`config.mk`:
```
export PLATFORM = sky130hd
export DESIGN_NAME = pwm_bank
export DESIGN_NICKNAME = d
export VERILOG_FILES = /design/src/rtl/pwm_bank_pkg.sv /design/src/rtl/pwm_bank_regs.sv /design/src/rtl/pwm_bank_chan.sv /design/src/rtl/pwm_bank.sv
export SDC_FILE = /design/constraint.sdc
export NUM_CORES = 2
export LEC_CHECK = 0
export BUFFER_PORTS_ARGS = -buffer_cell sky130_fd_sc_hd__buf_2
export CAP_MARGIN = 5
export CORE_ASPECT_RATIO = 1.2
export CORE_MARGIN = 3
export CORE_UTILIZATION = 42
export CTS_CLUSTER_SIZE = 28
export DETAILED_ROUTE_END_ITERATION = 7
export PLACE_DENSITY = 0.58
export SLEW_MARGIN = 20
export SYNTH_ARGS = -nofsm -noshare
export SYNTH_HDL_FRONTEND = slang
export SYNTH_HIERARCHICAL = 1
export SYNTH_SLANG_ARGS = --single-unit
export TNS_END_PERCENT = 20
```
`constraint.sdc`:
```
create_clock -name clk -period 3.3 [get_ports clk]
set_input_delay 0.165 -clock clk [delete_from_list [all_inputs] [get_ports clk]]
set_output_delay 0.165 -clock clk [all_outputs]
set_load 0.03 [all_outputs]
```
`src/rtl/pwm_bank_pkg.sv`:
```
// pwm_bank_pkg: widths, register layout and the per-channel settings record
// shared by the register file and the channel engines.
// Assumes at most 8 channels, so that each per-channel control bit fits its byte lane.
package pwm_bank_pkg;

    localparam int CNT_W         = 24;  // period / high-time counter width
    localparam int PRE_W         = 3;   // divider field width
    localparam int CTRL_OFS      = 0;   // control word address
    localparam int PRE_OFS       = 4;   // divider word address
    localparam int PER_BASE      = 8;   // period count of channel 0
    localparam int HIGH_BASE     = 12;  // high-time count of channel 0
    localparam int CH_STRIDE     = 8;   // address step between channels
    localparam int PRE_LANE      = 4;   // bit step between divider fields
    localparam int POL_BIT0      = 8;   // polarity bit of channel 0
    localparam int SMOOTH_BIT0   = 24;  // smooth bit of channel 0

    // Settings of one channel, shadow or active.
    typedef struct packed {
        logic             pol;
        logic [PRE_W-1:0] pre;
        logic [CNT_W-1:0] period;
        logic [CNT_W-1:0] high;
    } chan_cfg_t;

endpackage

```
`src/rtl/pwm_bank_regs.sv`:
```
// pwm_bank_regs: holds the software-visible shadow registers and decodes
// word writes and combinational reads.
// Assumes word-aligned byte addresses and NUM_CH <= 8.
module pwm_bank_regs
    import pwm_bank_pkg::*;
#(
    parameter int NUM_CH = 6,
    parameter int ADDR_W = 6,
    parameter int DATA_W = 32
) (
    input  logic              clk,
    input  logic              rst_n,
    input  logic              wr_en,
    input  logic [ADDR_W-1:0] wr_addr,
    input  logic [DATA_W-1:0] wr_data,
    input  logic [ADDR_W-1:0] rd_addr,
    output logic [DATA_W-1:0] rd_data,
    output chan_cfg_t         shadow [NUM_CH],
    output logic [NUM_CH-1:0] trig,
    output logic [NUM_CH-1:0] smooth
);

    logic [DATA_W-1:0] ctrl_q;
    logic [DATA_W-1:0] pre_q;
    logic [CNT_W-1:0]  per_q  [NUM_CH];
    logic [CNT_W-1:0]  high_q [NUM_CH];

    // Register write decode.
    always_ff @(posedge clk) begin
        if (!rst_n) begin
            ctrl_q <= '0;
            pre_q  <= '0;
            for (int c = 0; c < NUM_CH; c++) begin
                per_q[c]  <= '0;
                high_q[c] <= '0;
            end
        end else if (wr_en) begin
            if (wr_addr == ADDR_W'(CTRL_OFS)) ctrl_q <= wr_data;
            if (wr_addr == ADDR_W'(PRE_OFS))  pre_q  <= wr_data;
            for (int c = 0; c < NUM_CH; c++) begin
                if (wr_addr == ADDR_W'(PER_BASE + CH_STRIDE * c))
                    per_q[c] <= wr_data[CNT_W-1:0];
                if (wr_addr == ADDR_W'(HIGH_BASE + CH_STRIDE * c))
                    high_q[c] <= wr_data[CNT_W-1:0];
            end
        end
    end

    // Read multiplexer.
    always_comb begin
        rd_data = '0;
        if (rd_addr == ADDR_W'(CTRL_OFS)) rd_data = ctrl_q;
        if (rd_addr == ADDR_W'(PRE_OFS))  rd_data = pre_q;
        for (int c = 0; c < NUM_CH; c++) begin
            if (rd_addr == ADDR_W'(PER_BASE + CH_STRIDE * c))
                rd_data = DATA_W'(per_q[c]);
            if (rd_addr == ADDR_W'(HIGH_BASE + CH_STRIDE * c))
                rd_data = DATA_W'(high_q[c]);
        end
    end

    // Fan the fields out to the channel engines.
    for (genvar g = 0; g < NUM_CH; g++) begin : g_fan
        assign shadow[g].pol    = ctrl_q[POL_BIT0 + g];
        assign shadow[g].pre    = pre_q[PRE_LANE * g +: PRE_W];
        assign shadow[g].period = per_q[g];
        assign shadow[g].high   = high_q[g];
        assign trig[g]          = ctrl_q[g];
        assign smooth[g]        = ctrl_q[SMOOTH_BIT0 + g];
    end

    AST_CTRL_WRITE: assert property (@(posedge clk) disable iff (!rst_n)
        (wr_en && wr_addr == ADDR_W'(CTRL_OFS)) |=> (ctrl_q == $past(wr_data)));

endmodule

```
`src/rtl/pwm_bank_chan.sv`:
```
// pwm_bank_chan: one PWM channel. It detects the trigger rising edge, moves
// the shadow settings into the active set (at once after a delay, or at a
// period boundary), runs the divided counters and drives the polarised output.
// Assumes APPLY_DLY >= 1. The shadow is sampled at the moment of transfer.
module pwm_bank_chan
    import pwm_bank_pkg::*;
#(
    parameter int APPLY_DLY = 20
) (
    input  logic      clk,
    input  logic      rst_n,
    input  chan_cfg_t shadow,
    input  logic      trig_i,
    input  logic      smooth_i,
    output logic      pwm_o
);

    localparam int DLY_W = $clog2(APPLY_DLY + 1);

    logic             trig_d;
    logic             trig_rise;
    logic             pend_imm;
    logic             pend_smooth;
    logic [DLY_W-1:0] dly_q;
    chan_cfg_t        act_q;
    logic [PRE_W-1:0] pre_cnt;
    logic [CNT_W-1:0] per_cnt;
    logic             tick;
    logic             at_end;
    logic             boundary;
    logic             load_imm;
    logic             load_smooth;
    logic             active;
    logic             level;

    assign trig_rise   = trig_i & ~trig_d;
    assign tick        = (pre_cnt == act_q.pre);
    assign at_end      = (act_q.period < CNT_W'(2)) || (per_cnt == act_q.period - CNT_W'(1));
    assign boundary    = tick & at_end;
    assign load_imm    = pend_imm & (dly_q == '0) & ~trig_rise;
    assign load_smooth = pend_smooth & boundary & ~trig_rise;
    assign active      = (act_q.period >= CNT_W'(2)) && (per_cnt < act_q.high);
    assign level       = act_q.pol ? active : ~active;

    // Delayed trigger for edge detection.
    always_ff @(posedge clk) begin
        if (!rst_n) trig_d <= 1'b0;
        else        trig_d <= trig_i;
    end

    // Pending-transfer state and the immediate-mode delay counter.
    always_ff @(posedge clk) begin
        if (!rst_n) begin
            pend_imm    <= 1'b0;
            pend_smooth <= 1'b0;
            dly_q       <= '0;
        end else if (trig_rise) begin
            pend_imm    <= ~smooth_i;
            pend_smooth <= smooth_i;
            dly_q       <= DLY_W'(APPLY_DLY - 1);
        end else begin
            if (load_imm)      pend_imm <= 1'b0;
            else if (pend_imm) dly_q    <= dly_q - DLY_W'(1);
            if (load_smooth)   pend_smooth <= 1'b0;
        end
    end

    // Active settings, copied from the shadow on a transfer.
    always_ff @(posedge clk) begin
        if (!rst_n)                        act_q <= '0;
        else if (load_imm || load_smooth)  act_q <= shadow;
    end

    // Divider and period counters; an immediate transfer restarts both.
    always_ff @(posedge clk) begin
        if (!rst_n || load_imm) begin
            pre_cnt <= '0;
            per_cnt <= '0;
        end else if (tick) begin
            pre_cnt <= '0;
            per_cnt <= at_end ? '0 : per_cnt + CNT_W'(1);
        end else begin
            pre_cnt <= pre_cnt + PRE_W'(1);
        end
    end

    // Registered output with the forced-high state.
    always_ff @(posedge clk) begin
        if (!rst_n)                   pwm_o <= 1'b1;
        else if (!trig_i && !smooth_i) pwm_o <= 1'b1;
        else                          pwm_o <= level;
    end

    AST_FORCED_HIGH: assert property (@(posedge clk) disable iff (!rst_n)
        (!trig_i && !smooth_i) |=> pwm_o);
    AST_SHADOW_INERT: assert property (@(posedge clk) disable iff (!rst_n)
        (!trig_rise && !pend_imm && !pend_smooth) |=> $stable(act_q));
    AST_DELAY_BOUND: assert property (@(posedge clk) disable iff (!rst_n)
        pend_imm |-> (dly_q < DLY_W'(APPLY_DLY)));
    AST_SMOOTH_WAIT: assert property (@(posedge clk) disable iff (!rst_n)
        (pend_smooth && !boundary && !trig_rise) |=> (pend_smooth && $stable(act_q)));
    AST_COUNT_RANGE: assert property (@(posedge clk) disable iff (!rst_n)
        (act_q.period >= CNT_W'(2)) |-> (per_cnt < act_q.period));
    AST_ZERO_HIGH: assert property (@(posedge clk) disable iff (!rst_n)
        (act_q.high == '0 && (trig_i || smooth_i) && !load_imm && !load_smooth)
        |=> (pwm_o == !$past(act_q.pol)));

endmodule

```
`src/rtl/pwm_bank.sv`:
```
// pwm_bank: top level. One shared register file feeds NUM_CH independent
// channel engines.
// Assumes NUM_CH <= 8 and ADDR_W wide enough for the last high-time register.
module pwm_bank
    import pwm_bank_pkg::*;
#(
    parameter int NUM_CH    = 6,
    parameter int ADDR_W    = 6,
    parameter int DATA_W    = 32,
    parameter int APPLY_DLY = 20
) (
    input  logic              clk,
    input  logic              rst_n,
    input  logic              wr_en,
    input  logic [ADDR_W-1:0] wr_addr,
    input  logic [DATA_W-1:0] wr_data,
    input  logic [ADDR_W-1:0] rd_addr,
    output logic [DATA_W-1:0] rd_data,
    output logic [NUM_CH-1:0] pwm_out
);

    chan_cfg_t         shadow [NUM_CH];
    logic [NUM_CH-1:0] trig;
    logic [NUM_CH-1:0] smooth;

    pwm_bank_regs #(
        .NUM_CH (NUM_CH),
        .ADDR_W (ADDR_W),
        .DATA_W (DATA_W)
    ) u_regs (
        .clk     (clk),
        .rst_n   (rst_n),
        .wr_en   (wr_en),
        .wr_addr (wr_addr),
        .wr_data (wr_data),
        .rd_addr (rd_addr),
        .rd_data (rd_data),
        .shadow  (shadow),
        .trig    (trig),
        .smooth  (smooth)
    );

    for (genvar g = 0; g < NUM_CH; g++) begin : g_chan
        pwm_bank_chan #(
            .APPLY_DLY (APPLY_DLY)
        ) u_chan (
            .clk      (clk),
            .rst_n    (rst_n),
            .shadow   (shadow[g]),
            .trig_i   (trig[g]),
            .smooth_i (smooth[g]),
            .pwm_o    (pwm_out[g])
        );
    end

endmodule

```
==> metrics.cfg <==
[placed_design]
port_buffers = 84
hpwl_um = 114000
dp.cells = 6173
place.gp.congestion = 0.948

[worst_setup_path]
arrival_ns = 4.01
crit_path_end = g_chan[3].u_chan/act_q[12]$_SDFFE_PN0P_
slowest_delay_ns = 0.53
crit_path_start = g_chan[3].u_chan/act_q[39]$_SDFFE_PN0P_
path_cells = or3_4 -> or3_4 -> a2111o_1 -> a2111oi_4 -> or4b_4 -> buf_6 -> o31ai_4 -> a31oi_4 -> buf_12 -> a32o_1
worst-setup-path-type = flop to flop
end_kind = flop
crit_fanout = 24
r2r_start = g_chan[3].u_chan/act_q[39]$_SDFFE_PN0P_
critPathSlowestCell = or4b_4
critPathRequiredTime_ns = 3.84
worstRegToRegCells = 10
r2r-end = g_chan[3].u_chan/act_q[12]$_SDFFE_PN0P_
ff2ff_setup_slack_ns = -0.17
path_common_cell = or3_4
startpoint_type = flop

[clock_tree]
htreeDepth = 3
clock_path_buffers = 3
cts_inserted_buffers = 98
cts_sinks = 880
cts_tree = yes
clkSlewWorstSetupHoldPaths_ns = 0.06
cts_root_buf = clkbuf_16
clk_latency_ns = 0.68

[floorplan]
die_w_um = 306
die_area_sq_um = 112000
die_y_um = 365
pin_count = 85
rows = 131
coreArea_sq_um = 107000
start_util = 0.424

[synth]
synth_mux_area_frac = 0.0161
synth_edf_count = 288
yosys.area_share.simple = 0.200
synth_ff_type = dfxtp_1
synth_seq_cells = 880
synth_cell_types = 90
syn_area_sq_um = 45200
synth_async_sr_flop_share = 0
synth_compound_area_frac = 0.163
synthCells = 4651
syn_nets = 4872
synth_fa_ha_area_frac = 0.0481
yosysWarnings = 6
synth_top_family_by_area = simple AND/OR/NAND/NOR gates
syn_area_per_cell_sq_um = 9.72
seq_area_frac_synth = 0.453
synth_xor_area_frac = 0.0639

[timing]
tightest_slew_ns = 1.05
finClkSkew_ns = 0.0316
final-hold-violation-count = 0
final.min_clock_period_ns = 3.47
hold_ws_ns = 0.126
rsz0062_at_grt = yes
relSlewSlack = 0.281
fin_ws_ns = -0.170
slew_viol_final = 0
finalSetupViolations = 182
min_period_over_period = 1.05
setup_tns_ns = -14.87
fmax_mhz = 288

[outcome]
status = finished, violations left
violations = setup timing

[global_routing]
grt-busiest-layer = met2
antenna_found_initial = 17
grt_start_max_net_pins = 82
grt.met1_usage = 0.330
use_met2 = 0.476
grt_usage = 0.269
use_met3 = 0.0467
grt_pass1_wl_um = 228000
overflow = 0
grt_pass1_vias = 35800

[power]
p_comb_frac = 0.043
cellPowerDensity_nw_per_um2 = 447
switching_share = 0.235
ir_drop_v = 0.000438
clkPwrFrac = 0.470
pwr-share-seq = 0.487
p_switching_w = 0.00562
power.internal_w = 0.0183
power_leakage_nw = 20.2

[route]
drcViolationCount = 0
viasPerCell = 5.81
routed_wl_um = 156000
routedWlPerCell_um = 24.2
first_pass_iters = 8
drtIter0Drc = 3614
dr_total_vias = 37400
ant_nets = 0

[final_layout]
area_growth_pct = 18.2
drive_gt1_frac = 0.158
final_nets = 5162
fillers = 9913
final_core_util = 0.502
stdcell_count = 6428

[flow_run]
cap_violations = 0

[hold_path]
hold_class = input pin to flop
worstHoldPathCells = 3

==> worst max-delay path: cells and delay by family, from the launching register on <==
| family | cells | cell delay (ns) |
|---|---|---|
| AOI/OAI and AO/OA | 5 | 1.36 |
| buffers and inverters | 2 | 0.36 |
| and+or+nand+nor | 3 | 1.29 |
| DFF | 1 | 0.32 |
==> worst min path at each step <==
stage,start,endpoint
floorplan,wr_data[3],u_regs/pre_q[3]$_SDFFE_PN0P_
global placement,wr_data[31],u_regs/pre_q[31]$_SDFFE_PN0P_
detailed placement,wr_data[31],u_regs/ctrl_q[31]$_SDFFE_PN0P_
CTS,wr_addr[4],u_regs/per_q[5][17]$_SDFFCE_PN0P_
global route,wr_addr[4],u_regs/per_q[5][14]$_SDFFCE_PN0P_
finish,wr_addr[4],u_regs/per_q[5][21]$_SDFFCE_PN0P_
==> per-layer routing <==
metal	wire length, um	up-vias
met1	62000	18400
met3	10900	262
met2	76900	1249
li1	-	17500
met4	5890	10
met5	67	-
==> power groups by stage <==
| stage | logic, W | clock network, W | registers (W) |
|---|---|---|---|
| finish | 0.00103 | 0.0112 | 0.0116 |
| detailed placement | 0.000963 | 0 | 0.0119 |
| CTS | 0.000998 | 0.0114 | 0.0116 |
| global placement | 0.000960 | 0 | 0.0119 |
| global route | 0.00108 | 0.0119 | 0.0116 |
| floorplan | 0.000511 | 0 | 0.0117 |
==> cell usage after synthesis (all sizes together) (17+ instances only) <==
cell / instances / share of area
nand2: 433 / 0.036
a21oi: 156 / 0.017
or2: 34 / 0.0047
or3: 43 / 0.0059
inv: 219 / 0.018
nor4: 41 / 0.0077
nor3b: 23 / 0.0038
ha: 174 / 0.048
dfxtp: 592 / 0.26
or4: 22 / 0.0039
o211ai: 23 / 0.0038
nand3: 107 / 0.012
o21ai: 90 / 0.011
o21a: 17 / 0.0028
nor2b: 33 / 0.0046
a211oi: 17 / 0.0029
o31ai: 29 / 0.0048
buf: 158 / 0.025
xnor2: 189 / 0.037
a32o: 262 / 0.058
nand2b: 71 / 0.0098
mux2i: 65 / 0.014
a221oi: 33 / 0.0064
and3: 50 / 0.0069
xor2: 141 / 0.027
nor3: 83 / 0.011
edfxtp: 288 / 0.19
a22o: 17 / 0.0033
clkbuf: 155 / 0.013
nand4: 63 / 0.0087
a22oi: 50 / 0.0083
o22ai: 26 / 0.0036
a31oi: 46 / 0.0064
nor2: 357 / 0.030
and2: 302 / 0.042
a21o: 35 / 0.0058
a222oi: 21 / 0.0046
==> metrics by stage <==
step | power (W) | setup slack (ns) | area (sq um)
CTS | 0.0241 | -0.144 | 53000
detailed placement | 0.0128 | -0.213 | 48900
global placement | 0.0128 | -0.146 | 48900
global route | 0.0246 | -0.249 | 53400
finish | 0.0239 | -0.170 | 53500
floorplan | 0.0122 | 0.0280 | 45300
==> cell type report <==
cell class / count / area (sq um) / share of cell area
multi-input cells: 3239 / 22700 / 0.424
diodes: 9 / 22.5 / 0.000421
clock buffers: 145 / 2910 / 0.0544
inverters: 219 / 822 / 0.0154
flip-flops and latches: 880 / 20500 / 0.384
well taps: 1396 / 1750 / 0.0327
repair buffers: 503 / 4370 / 0.0818
clock inverters: 37 / 403 / 0.00753
==> what timing repair did <==
| action | CTS | global route |
|---|---|---|
| endpoints found under the hold margin | 67 | 0 |
| pin swaps | 100 | 133 |
| setup endpoints to repair | 306 | 383 |
| setup buffers | 9 | 6 |
| cloned | 7 | 10 |
| hold buffers | 33 | 0 |
| gates resized for setup | 34 | 56 |
==> cell families after synthesis <==
group / count (synthesis)
AND/OR/NAND/NOR: 1725
AO/OA/AOI/OAI: 939
flip-flops: 880
buffers and inverters: 532
XOR/XNOR: 330
adder cells (fa/ha/maj): 174
multiplexers: 71
==> registers in the layout, summed over array words and instances, names as in the netlist, 18 cells and up <==
name and count:
u_regs/pre_q 32, g_chan.u_chan/pre_cnt 18, u_regs/per_q 144, u_regs/high_q 144, u_regs/ctrl_q 32, g_chan.u_chan/per_cnt 144
g_chan.u_chan/dly_q 30, g_chan.u_chan/act_q 312
==> cells in the final DEF, fill, tap and decap left out, drive strengths merged, types with 83 or more instances in the layout <==
master	n
nand3	107
xor2	141
nor3	83
and2	302
dfxtp	592
a32o	262
buf	465
inv	223
ha	174
nand2	433
a21oi	156
o21ai	90
nor2	357
xnor2	189
edfxtp	288
clkbuf	150
(Power assumes the default switching activity.)
